==> src/rtl/frag_cap_pkg.sv <==
package frag_cap_pkg;
  typedef struct packed {
    logic pkt_err;
    logic dpar_err;
    logic apar_err;
    logic eop;
    logic sop;
  } frag_flags_t;

  localparam int FLAG_W     = 5;
  localparam int HDR_SLOTS  = 3;
  localparam int SLOT_FLAGS = 0;
  localparam int SLOT_LEN   = 1;
  localparam int SLOT_ID    = 2;
endpackage

==> src/rtl/frag_cap_ctrl.sv <==
module frag_cap_ctrl
  import frag_cap_pkg::*;
#(
  parameter int MAX_BYTES = 256,
  parameter int ID_W      = 6,
  parameter int LEN_W     = 9,
  parameter int IDX_W     = 8
) (
  input  logic             clk_i,
  input  logic             rst_ni,
  input  logic             s_valid_i,
  input  logic             s_last_i,
  input  logic [ID_W-1:0]  s_id_i,
  input  frag_flags_t      s_flags_i,
  input  logic             ctrl_we_i,
  input  logic             ctrl_avail_i,
  output logic             s_ready_o,
  output logic             wr_en_o,
  output logic [IDX_W-1:0] wr_idx_o,
  output logic             avail_o,
  output logic             event_o,
  output logic [LEN_W-1:0] len_o,
  output logic [ID_W-1:0]  id_o,
  output frag_flags_t      flags_o
);
  logic [LEN_W-1:0] cnt_q, len_q;
  logic [ID_W-1:0]  id_sh_q, id_q, cur_id;
  frag_flags_t      flg_sh_q, flg_q, cur_flg, fin_flg;
  logic             avail_q, evt_q;
  logic             beat, first, sat, release_req;

  assign beat        = s_valid_i && !avail_q;
  assign first       = (cnt_q == '0);
  assign sat         = (cnt_q == LEN_W'(MAX_BYTES));
  assign release_req = avail_q && ctrl_we_i && !ctrl_avail_i;

  // side-band is taken from the first byte only
  always_comb begin
    cur_id  = first ? s_id_i : id_sh_q;
    cur_flg = first ? s_flags_i : flg_sh_q;
    fin_flg = cur_flg;
    fin_flg.pkt_err = cur_flg.pkt_err | sat;
  end

  always_ff @(posedge clk_i or negedge rst_ni) begin
    if (!rst_ni) begin
      cnt_q    <= '0;
      len_q    <= '0;
      id_sh_q  <= '0;
      id_q     <= '0;
      flg_sh_q <= '0;
      flg_q    <= '0;
      avail_q  <= 1'b0;
      evt_q    <= 1'b0;
    end else begin
      evt_q <= 1'b0;
      if (beat) begin
        if (first) begin
          id_sh_q  <= s_id_i;
          flg_sh_q <= s_flags_i;
        end
        if (s_last_i) begin
          cnt_q   <= '0;
          len_q   <= sat ? LEN_W'(MAX_BYTES) : cnt_q + 1'b1;
          id_q    <= cur_id;
          flg_q   <= fin_flg;
          avail_q <= 1'b1;
          evt_q   <= 1'b1;
        end else if (!sat) begin
          cnt_q <= cnt_q + 1'b1;
        end
      end else if (release_req) begin
        avail_q <= 1'b0;
      end
    end
  end

  assign s_ready_o = !avail_q;
  assign wr_en_o   = beat && !sat;
  assign wr_idx_o  = cnt_q[IDX_W-1:0];
  assign avail_o   = avail_q;
  assign event_o   = evt_q;
  assign len_o     = len_q;
  assign id_o      = id_q;
  assign flags_o   = flg_q;
endmodule

==> src/rtl/frag_cap_store.sv <==
module frag_cap_store #(
  parameter int MAX_BYTES = 256,
  parameter int BYTE_W    = 8,
  parameter int IDX_W     = 8
) (
  input  logic              clk_i,
  input  logic              wr_en_i,
  input  logic [IDX_W-1:0]  wr_idx_i,
  input  logic [BYTE_W-1:0] wr_data_i,
  input  logic [IDX_W-1:0]  rd_idx_i,
  output logic [BYTE_W-1:0] rd_byte_o
);
  logic [BYTE_W-1:0] mem_q [MAX_BYTES];

  always_ff @(posedge clk_i) begin
    if (wr_en_i) mem_q[wr_idx_i] <= wr_data_i;
  end

  assign rd_byte_o = mem_q[rd_idx_i];
endmodule

==> src/rtl/frag_cap_rdport.sv <==
module frag_cap_rdport
  import frag_cap_pkg::*;
#(
  parameter int MAX_BYTES = 256,
  parameter int BYTE_W    = 8,
  parameter int ID_W      = 6,
  parameter int LEN_W     = 9,
  parameter int IDX_W     = 8,
  parameter int ADDR_W    = 9,
  parameter int WORD_W    = 16
) (
  input  logic              clk_i,
  input  logic              rst_ni,
  input  logic              rd_en_i,
  input  logic [ADDR_W-1:0] rd_addr_i,
  input  frag_flags_t       flags_i,
  input  logic [LEN_W-1:0]  len_i,
  input  logic [ID_W-1:0]   id_i,
  input  logic [BYTE_W-1:0] byte_i,
  output logic [IDX_W-1:0]  rd_idx_o,
  output logic [WORD_W-1:0] rd_data_o
);
  localparam logic [ADDR_W-1:0] DataLo = ADDR_W'(HDR_SLOTS);
  localparam logic [ADDR_W-1:0] DataHi = ADDR_W'(HDR_SLOTS + MAX_BYTES);

  logic [ADDR_W-1:0] off;
  logic [FLAG_W-1:0] flag_bits;
  logic [WORD_W-1:0] word_d, rd_q;

  assign off       = rd_addr_i - DataLo;
  assign rd_idx_o  = off[IDX_W-1:0];
  assign flag_bits = flags_i;

  always_comb begin
    word_d = '0;
    if (rd_addr_i == ADDR_W'(SLOT_FLAGS))   word_d = WORD_W'(flag_bits);
    else if (rd_addr_i == ADDR_W'(SLOT_LEN)) word_d = WORD_W'(len_i);
    else if (rd_addr_i == ADDR_W'(SLOT_ID))  word_d = WORD_W'(id_i);
    else if (rd_addr_i >= DataLo && rd_addr_i < DataHi) word_d = WORD_W'(byte_i);
  end

  always_ff @(posedge clk_i or negedge rst_ni) begin
    if (!rst_ni)      rd_q <= '0;
    else if (rd_en_i) rd_q <= word_d;
  end

  assign rd_data_o = rd_q;
endmodule

==> src/rtl/frag_capture_mbox.sv <==
module frag_capture_mbox
  import frag_cap_pkg::*;
#(
  parameter int MAX_BYTES = 256,
  parameter int BYTE_W    = 8,
  parameter int ID_W      = 6,
  parameter int WORD_W    = 16,
  parameter int ADDR_W    = $clog2(MAX_BYTES + HDR_SLOTS + 1)
) (
  input  logic              clk_i,
  input  logic              rst_ni,
  input  logic              s_valid_i,
  output logic              s_ready_o,
  input  logic [BYTE_W-1:0] s_data_i,
  input  logic              s_last_i,
  input  logic [ID_W-1:0]   s_id_i,
  input  logic              s_sop_i,
  input  logic              s_eop_i,
  input  logic              s_apar_err_i,
  input  logic              s_dpar_err_i,
  input  logic              s_pkt_err_i,
  input  logic              rd_en_i,
  input  logic [ADDR_W-1:0] rd_addr_i,
  output logic [WORD_W-1:0] rd_data_o,
  input  logic              ctrl_we_i,
  input  logic              ctrl_avail_i,
  output logic              avail_o,
  output logic              event_o
);
  localparam int LEN_W = $clog2(MAX_BYTES + 1);
  localparam int IDX_W = $clog2(MAX_BYTES);

  frag_flags_t      s_flags, flags;
  logic             wr_en;
  logic [IDX_W-1:0] wr_idx, rd_idx;
  logic [LEN_W-1:0] len;
  logic [ID_W-1:0]  id;
  logic [BYTE_W-1:0] rd_byte;

  always_comb begin
    s_flags.sop      = s_sop_i;
    s_flags.eop      = s_eop_i;
    s_flags.apar_err = s_apar_err_i;
    s_flags.dpar_err = s_dpar_err_i;
    s_flags.pkt_err  = s_pkt_err_i;
  end

  frag_cap_ctrl #(
    .MAX_BYTES(MAX_BYTES), .ID_W(ID_W), .LEN_W(LEN_W), .IDX_W(IDX_W)
  ) u_ctrl (
    .clk_i, .rst_ni, .s_valid_i, .s_last_i, .s_id_i,
    .s_flags_i(s_flags), .ctrl_we_i, .ctrl_avail_i, .s_ready_o,
    .wr_en_o(wr_en), .wr_idx_o(wr_idx), .avail_o, .event_o,
    .len_o(len), .id_o(id), .flags_o(flags)
  );

  frag_cap_store #(
    .MAX_BYTES(MAX_BYTES), .BYTE_W(BYTE_W), .IDX_W(IDX_W)
  ) u_store (
    .clk_i, .wr_en_i(wr_en), .wr_idx_i(wr_idx), .wr_data_i(s_data_i),
    .rd_idx_i(rd_idx), .rd_byte_o(rd_byte)
  );

  frag_cap_rdport #(
    .MAX_BYTES(MAX_BYTES), .BYTE_W(BYTE_W), .ID_W(ID_W), .LEN_W(LEN_W),
    .IDX_W(IDX_W), .ADDR_W(ADDR_W), .WORD_W(WORD_W)
  ) u_rdport (
    .clk_i, .rst_ni, .rd_en_i, .rd_addr_i, .flags_i(flags), .len_i(len),
    .id_i(id), .byte_i(rd_byte), .rd_idx_o(rd_idx), .rd_data_o
  );
endmodule

==> config.mk <==
export PLATFORM = sky130hd
export DESIGN_NAME = frag_capture_mbox
export DESIGN_NICKNAME = d
export VERILOG_FILES = /design/src/rtl/frag_cap_pkg.sv /design/src/rtl/frag_cap_ctrl.sv /design/src/rtl/frag_cap_store.sv /design/src/rtl/frag_cap_rdport.sv /design/src/rtl/frag_capture_mbox.sv
export SDC_FILE = /design/constraint.sdc
export NUM_CORES = 2
export LEC_CHECK = 0
export BUFFER_PORTS_ARGS = -buffer_cell sky130_fd_sc_hd__clkbuf_2
export CAP_MARGIN = 20
export CORE_ASPECT_RATIO = 0.5
export CORE_MARGIN = 2
export CORE_UTILIZATION = 32
export DETAILED_ROUTE_END_ITERATION = 8
export PLACE_DENSITY = 0.46
export RECOVER_POWER = 25
export SLEW_MARGIN = 20
export SYNTH_ARGS = -nofsm -noshare
export SYNTH_HDL_FRONTEND = slang
export SYNTH_SLANG_ARGS = --single-unit
export TNS_END_PERCENT = 20
==> constraint.sdc <==
create_clock -name clk_i -period 7.62 [get_ports clk_i]
set_input_delay 1.524 -clock clk_i [delete_from_list [all_inputs] [get_ports clk_i]]
set_output_delay 1.524 -clock clk_i [all_outputs]
set_load 0.005 [all_outputs]
# --- Word level (Yosys, flattened, before mapping) ---
# Memory sizes are Yosys's and may differ from the RTL's.
# Index checks and enable logic that the tools add are counted.
classes:
  magnitude_cmp: 2
  n_addsub: 2
  n_mux: 16
  n_reduce_logical: 14
  bitwise_logic: 1
  n_eq_ne: 5
op_table:
  columns: ["cell", "count"]
  rows:
  - ["16-bit 2-to-1 mux", 3]
  - ["9-bit 2-to-1 mux", 3]
  - ["9-bit logical NOT", 2]
  - ["9-bit by 1-bit adder with 9-bit output, second input constant", 1]
  - ["9-bit by 1-bit == test with 1-bit output, second input constant", 1]
  - ["9-bit by 2-bit == test with 1-bit output, second input constant", 1]
  - ["9-bit == test, second input constant", 1]
  - ["9-bit by 2-bit greater-or-equal comparator with 1-bit output, second input constant", 1]
  - ["9-bit less-than comparator, second input constant", 1]
  - ["8-bit 2-to-1 mux", 1]
  - ["8-bit by 2-bit subtractor with 8-bit output, second input constant", 1]
  - ["1-bit 2-to-1 mux", 7]
  - ["6-bit 2-to-1 mux", 1]
  - ["2-bit AND reduction", 3]
  - ["1-bit logical AND", 5]
  - ["5-bit 2-to-1 mux", 1]
  - ["2-bit != test, second input constant", 2]
  - ["1-bit logical NOT", 3]
  - ["2-bit nonzero test", 1]
  - ["1-bit bitwise OR", 1]
totals:
  wordCells: 58
  reg_bits: 58
  mem_count: 1
  in_bits: 35
  out_inout_bits: 19
  mem_bits_rw: 2048
mem_list:
  columns: ["name", "depth", "word_bits", "read_ports", "rd_clocked_by_memory_dff", "write_ports", "line_no", "rtl"]
  rows:
  - ["u_store.mem_q", 256, 8, 1, 0, 1, "frag_cap_store.sv:13", "logic [BYTE_W-1:0] mem_q [MAX_BYTES];"]

# --- Depth between registers and ports, before layout ---
depth:
  word_depth: 6
  depth_mapped: 18
  mapped_depth_nobuf: 9

# --- Cells and area by module ---
# Synthesis repeated with hierarchy kept, for this count alone.
unflattened:
  cells_unflattened: 4033
  hier_area_um2: 82386.5
modules_own_cells:
  columns: ["module", "cells_each", "area_per_inst_um2", "instances", "seq_area_each_um2"]
  rows:
  - ["frag_cap_store", 3725, 79396.1, 1, 61499.0]
  - ["frag_cap_ctrl", 189, 2020.7, 1, 1051.0]
  - ["frag_cap_rdport", 119, 969.7, 1, 225.2]

# --- Worst setup path after synthesis ---
# OpenSTA, ideal clock, no wires.
synth_timing:
  path_kind: "input to register"
  from: "input rd_addr_i[0]"
  to: "register u_rdport.rd_q[3], in the netlist u_rdport.rd_data_o[3]"
  cell_stages: 17
  n_path_buf: 10
  setup_time_ps: 139
  arrival_time_ps: 4873
  slack_ps: 2608
  required_ps: 7481
  path_cell_list: "buf_4 buf_2 buf_2 inv_1 clkbuf_1 ha_1 buf_2 buf_2 buf_2 buf_4 buf_2 clkbuf_1 mux4_2 a22oi_1 nand3_1 o211ai_1 a41oi_2"
synth_via:
  elab_chain_cells: 6
  elab_cells_between_ends: 12
  classes_between: "add/sub: 1; order compare: 2; eq/ne: 2; mux: 4; reduce/logical: 2; memory: 1"
synth_lines:
  columns: ["element", "line_no", "rtl"]
  rows:
  - ["start, declared", "frag_capture_mbox.sv:23", "input logic [ADDR_W-1:0] rd_addr_i,"]
  - ["8-bit by 2-bit subtractor with 8-bit output, or another cell as far along", "frag_cap_rdport.sv:30", "assign off = rd_addr_i - DataLo;"]
  - ["memory 256 x 8 bit or 1-bit logical AND (tied branches)", null, null]
  - ["8-bit 2-to-1 mux", "frag_cap_rdport.sv:39", "else if (rd_addr_i >= DataLo && rd_addr_i < DataHi) word_d = WORD_W'(byte_i);"]
  - ["16-bit 2-to-1 mux", "frag_cap_rdport.sv:38", "else if (rd_addr_i == ADDR_W'(SLOT_ID)) word_d = WORD_W'(id_i);"]
  - ["16-bit 2-to-1 mux", "frag_cap_rdport.sv:37", "else if (rd_addr_i == ADDR_W'(SLOT_LEN)) word_d = WORD_W'(len_i);"]
  - ["16-bit 2-to-1 mux (*)", "frag_cap_rdport.sv:36", "if (rd_addr_i == ADDR_W'(SLOT_FLAGS)) word_d = WORD_W'(flag_bits);"]
  - ["end signal, assigned", "frag_cap_rdport.sv:44", "else if (rd_en_i) rd_q <= word_d;"]
  - ["end, declared", "frag_cap_rdport.sv:28", "logic [WORD_W-1:0] word_d, rd_q;"]
# Every way passes the cells marked *; elsewhere a longest branch is shown, timed or not.
# A chain may end at the register's enable or synchronous reset.

# --- Worst setup path in the final report ---
layout_timing:
  from: "input s_data_i[7]"
  to: "memory u_store.mem_q[109][7], data pin"
layout_rtl:
  columns: ["element", "line_no", "rtl"]
  rows:
  - ["start, declared", "frag_capture_mbox.sv:14", "input logic [BYTE_W-1:0] s_data_i,"]
  - ["end, declared", "frag_cap_store.sv:13", null]
# No word-level cell before the write port.

==> flow_metrics.env <==
export IMPL_outcome="complete, but fails checks"
export IMPL_violations="capacitance limit, slew limit"
export IMPL_tritoncts="built"
export IMPL_ys_seq_area_frac=0.762
export IMPL_ys_ff_latch=2099
export IMPL_core_area_sq_mm=0.255
export IMPL_period_share=0.782
export IMPL_required_ns=7.38
export IMPL_ant_nets=0
export IMPL_r2r_end="u_store.mem_q[229][7]$_DFFE_PP_"
export IMPL_rsz0062_at_grt="no"
export IMPL_antenna_found_initial=12
export IMPL_drive_gt1_frac=0.237
export IMPL_yosys_area_top_type="edfxtp_1"
export IMPL_h_tree_depth=4
export IMPL_slew_headroom=-2.94
export IMPL_post_cts_buffers=0
export IMPL_grt_pass1_wl_mm=330
export IMPL_cts_sinks=2099
export IMPL_grt_pass1_vias=41761
export IMPL_port_buffers=46
export IMPL_ys_flop_type="edfxtp_1"
export IMPL_place_inst=7359
export IMPL_cts_buffers=207
export IMPL_leakage_nw=28.6
export IMPL_post_cts_resize_count=0
export IMPL_postSynthAreaPerCell_sq_um=20.3
export IMPL_cts_path_max_buffers=4
export IMPL_area_delta_synth_final_pct=13.2
export IMPL_critPathArrivalTime_ns=5.72
export IMPL_wl_per_cell_um=30.5
export IMPL_dp_hpwl_mm=139
export IMPL_finalHoldViolCount=0
export IMPL_routabilityCongestion=0.808
export IMPL_via_per_inst=5.30
export IMPL_first_iter_violations=4444
export IMPL_r2r_start="u_ctrl.cnt_q[0]$_DFFE_PN0P_"
export IMPL_synth_area_sq_mm=0.0823
export IMPL_yosys_warnings=0
export IMPL_min_path_type="flip-flop to flip-flop"
export IMPL_slowest_delay_ns=3.89
export IMPL_r2r_cells=7
export IMPL_powerDensity_mw_per_mm2=264
export IMPL_hold_buffers=0
export IMPL_grt_ovfl_total=0
export IMPL_synth_edf_count=2048
export IMPL_synthCells=4065
export IMPL_fin_nets=4220
export IMPL_slew_viol_final=700
export IMPL_finalWirelength_mm=236
export IMPL_grt_usage=0.177
export IMPL_synth_top_area_share=0.747
export IMPL_die_height_um=363
export IMPL_die_w_um=721
export IMPL_async_flop_share=0.0243
export IMPL_synth_area_top_cells="edfxtp_1, mux4_2, dfrtp_1, nor2_1, nand2_1"
export IMPL_grt_max_degree=157
export IMPL_reg2reg_slack_ns=3.55
export IMPL_finalWorstPathRequiredPeriod_ns=5.96
export IMPL_insertion_delay_ns=0.86
export IMPL_start_util=0.322
export IMPL_irDropWorstVdd_mv=0.157
export IMPL_startpoint_type="input pin"
export IMPL_min_from="u_ctrl.flags_o[4]$_DFFE_PN0P_"
export IMPL_comb_power_share=0.080
export IMPL_fin_setup_tns_ns=0
export IMPL_ioPinCount=54
export IMPL_clk_pin_slew_ns=0.06
export IMPL_seq_power_share=0.522
export IMPL_drc=0
export IMPL_path_buf_inv=1
export IMPL_worst_slew_pin_slew_ns=5.90
export IMPL_fp_dieArea_sq_mm=0.262
export IMPL_fill_cells=23434
export IMPL_vias=40962
export IMPL_power_frac_clock=0.399
export IMPL_critical_path_top_delay_family="buffers and inverters"
export IMPL_intPower_mw=18.9
export IMPL_num_rows=131
export IMPL_clock_fmax_ghz=0.168
export IMPL_crit_path_end_kind="flip-flop"
export IMPL_fin_worst_skew_ns=0.0394
export IMPL_hold_depth=2
export IMPL_worstHoldEndpoint="u_ctrl.flags_o[4]$_DFFE_PN0P_"
export IMPL_cts_root_buf="clkbuf_16"
export IMPL_crit_slowest_cell="clkbuf_1"
export IMPL_crit_chain="clkbuf_1"
export IMPL_drtPass1Iterations=5
export IMPL_path_class="input pin to flip-flop"
export IMPL_switching_power_mw=5.72
export IMPL_max_cap_viol_count=7
export IMPL_swShare=0.232
export IMPL_critPathMaxFanout=119
export IMPL_final_cells=7730
export IMPL_ys_types=69
export IMPL_setup_viol=0
==> flip-flops by register name (all words and copies together), names as in the netlist <==
signal	flops
u_ctrl.avail_o	1
u_ctrl.cnt_q	9
u_ctrl.event_o	1
u_ctrl.flags_o	5
u_ctrl.flg_sh_q	5
u_ctrl.id_o	6
u_ctrl.id_sh_q	6
u_ctrl.len_o	9
u_rdport.rd_data_o	9
u_store.mem_q	2048
==> how the worst max path moves through the flow <==
stage,startpoint,end,slack [ns],cells after the start
global placement,rd_addr_i[0],u_rdport.rd_data_o[0]$_DFFE_PN0P_,1.28,11
floorplan,rd_addr_i[0],u_rdport.rd_data_o[3]$_DFFE_PN0P_,2.61,17
detailed placement,rd_addr_i[0],u_rdport.rd_data_o[0]$_DFFE_PN0P_,1.16,11
CTS,rd_addr_i[0],u_rdport.rd_data_o[0]$_DFFE_PN0P_,2.06,11
finish,s_data_i[7],u_store.mem_q[109][7]$_DFFE_PP_,1.66,1
global route,s_data_i[7],u_store.mem_q[103][7]$_DFFE_PP_,1.23,1
==> layer usage <==
metal / vias up / GRT usage / routed length (um)
met5: - / 0 / 34
met4: 4 / 0.0481 / 6760
met3: 328 / 0.0328 / 15300
met2: 1350 / 0.278 / 109000
met1: 22376 / 0.255 / 105000
li1: 16904 / - / -
==> through the flow <==
stage	cell area [sq um]	worst slack, ns	hold WS, ns	power (mW)	utilization
after floorplan	82400	2.61	0.448	14.1	-
after global placement	87000	1.28	0.466	15.0	0.341
after detailed placement	87000	1.16	0.474	15.1	0.341
final	93200	1.66	0.480	24.6	0.365
after CTS	93300	2.06	0.488	24.8	0.365
after global routing	93200	1.23	0.502	25.4	0.365
==> cell families (layout without fill, tap and decap cells) <==
logic type	after synthesis	after routing	synth area share
DFF	2099	2099	0.762
muxes	620	620	0.156
xor gates and xnor gates	16	16	0.00179
AOI/OAI and AO/OA	241	241	0.0208
and+or+nand+nor	813	813	0.0424
other	1	9	0.0000455
adders and majority gates	8	8	0.00122
buffers and inverters	267	533	0.0156
==> cells in the mapped netlist (12+ instances only) <==
master	count
buf_2	96
nor2_1	294
o21ai_0	39
o31ai_1	13
nor3_1	15
mux2i_1	65
mux2_2	29
buf_1	26
mux4_2	526
nand3_1	130
a21oi_1	24
a22oi_1	49
dfrtp_1	51
nand4_1	27
buf_4	37
edfxtp_1	2048
clkbuf_1	94
a31oi_1	39
and2_1	15
nor2b_1	12
nand2_1	284
o211ai_1	13
==> power by group through the flow <==
stage,clock network [mW],logic (mW),registers (mW)
CTS,10.0,2.00,12.8
global placement,0,1.97,13.1
detailed placement,0,1.99,13.1
global route,10.4,2.08,12.8
finish,9.81,1.96,12.8
floorplan,0,1.06,13.0
==> cell type report <==
type	instances	area [sq um]	area share
clock buffers	253	5470	0.0586
inverters	10	37.5	0.000403
clock inverters	116	815	0.00874
repair buffers	154	1310	0.0141
flip-flops and latches	2099	62800	0.673
well taps	3391	4240	0.0455
multi-input cells	1705	18600	0.199
diodes	2	5.00	0.0000537
==> layout by cell type, fill, tap and decap left out, types with 37 or more instances in the layout <==
cell	Yosys	final
clkbuf_1	94	46
a31oi_1	39	39
clkbuf_2	1	37
dfrtp_1	51	51
clkbuf_16	0	211
mux4_2	526	526
a22oi_1	49	49
nand3_1	130	114
nand2_1	284	283
nor2_1	294	287
edfxtp_1	2048	2048
clkinv_2	0	50
buf_4	37	86
clkinv_1	0	51
mux2i_1	65	65
o21ai_0	39	39
(Power assumes the default switching activity.)
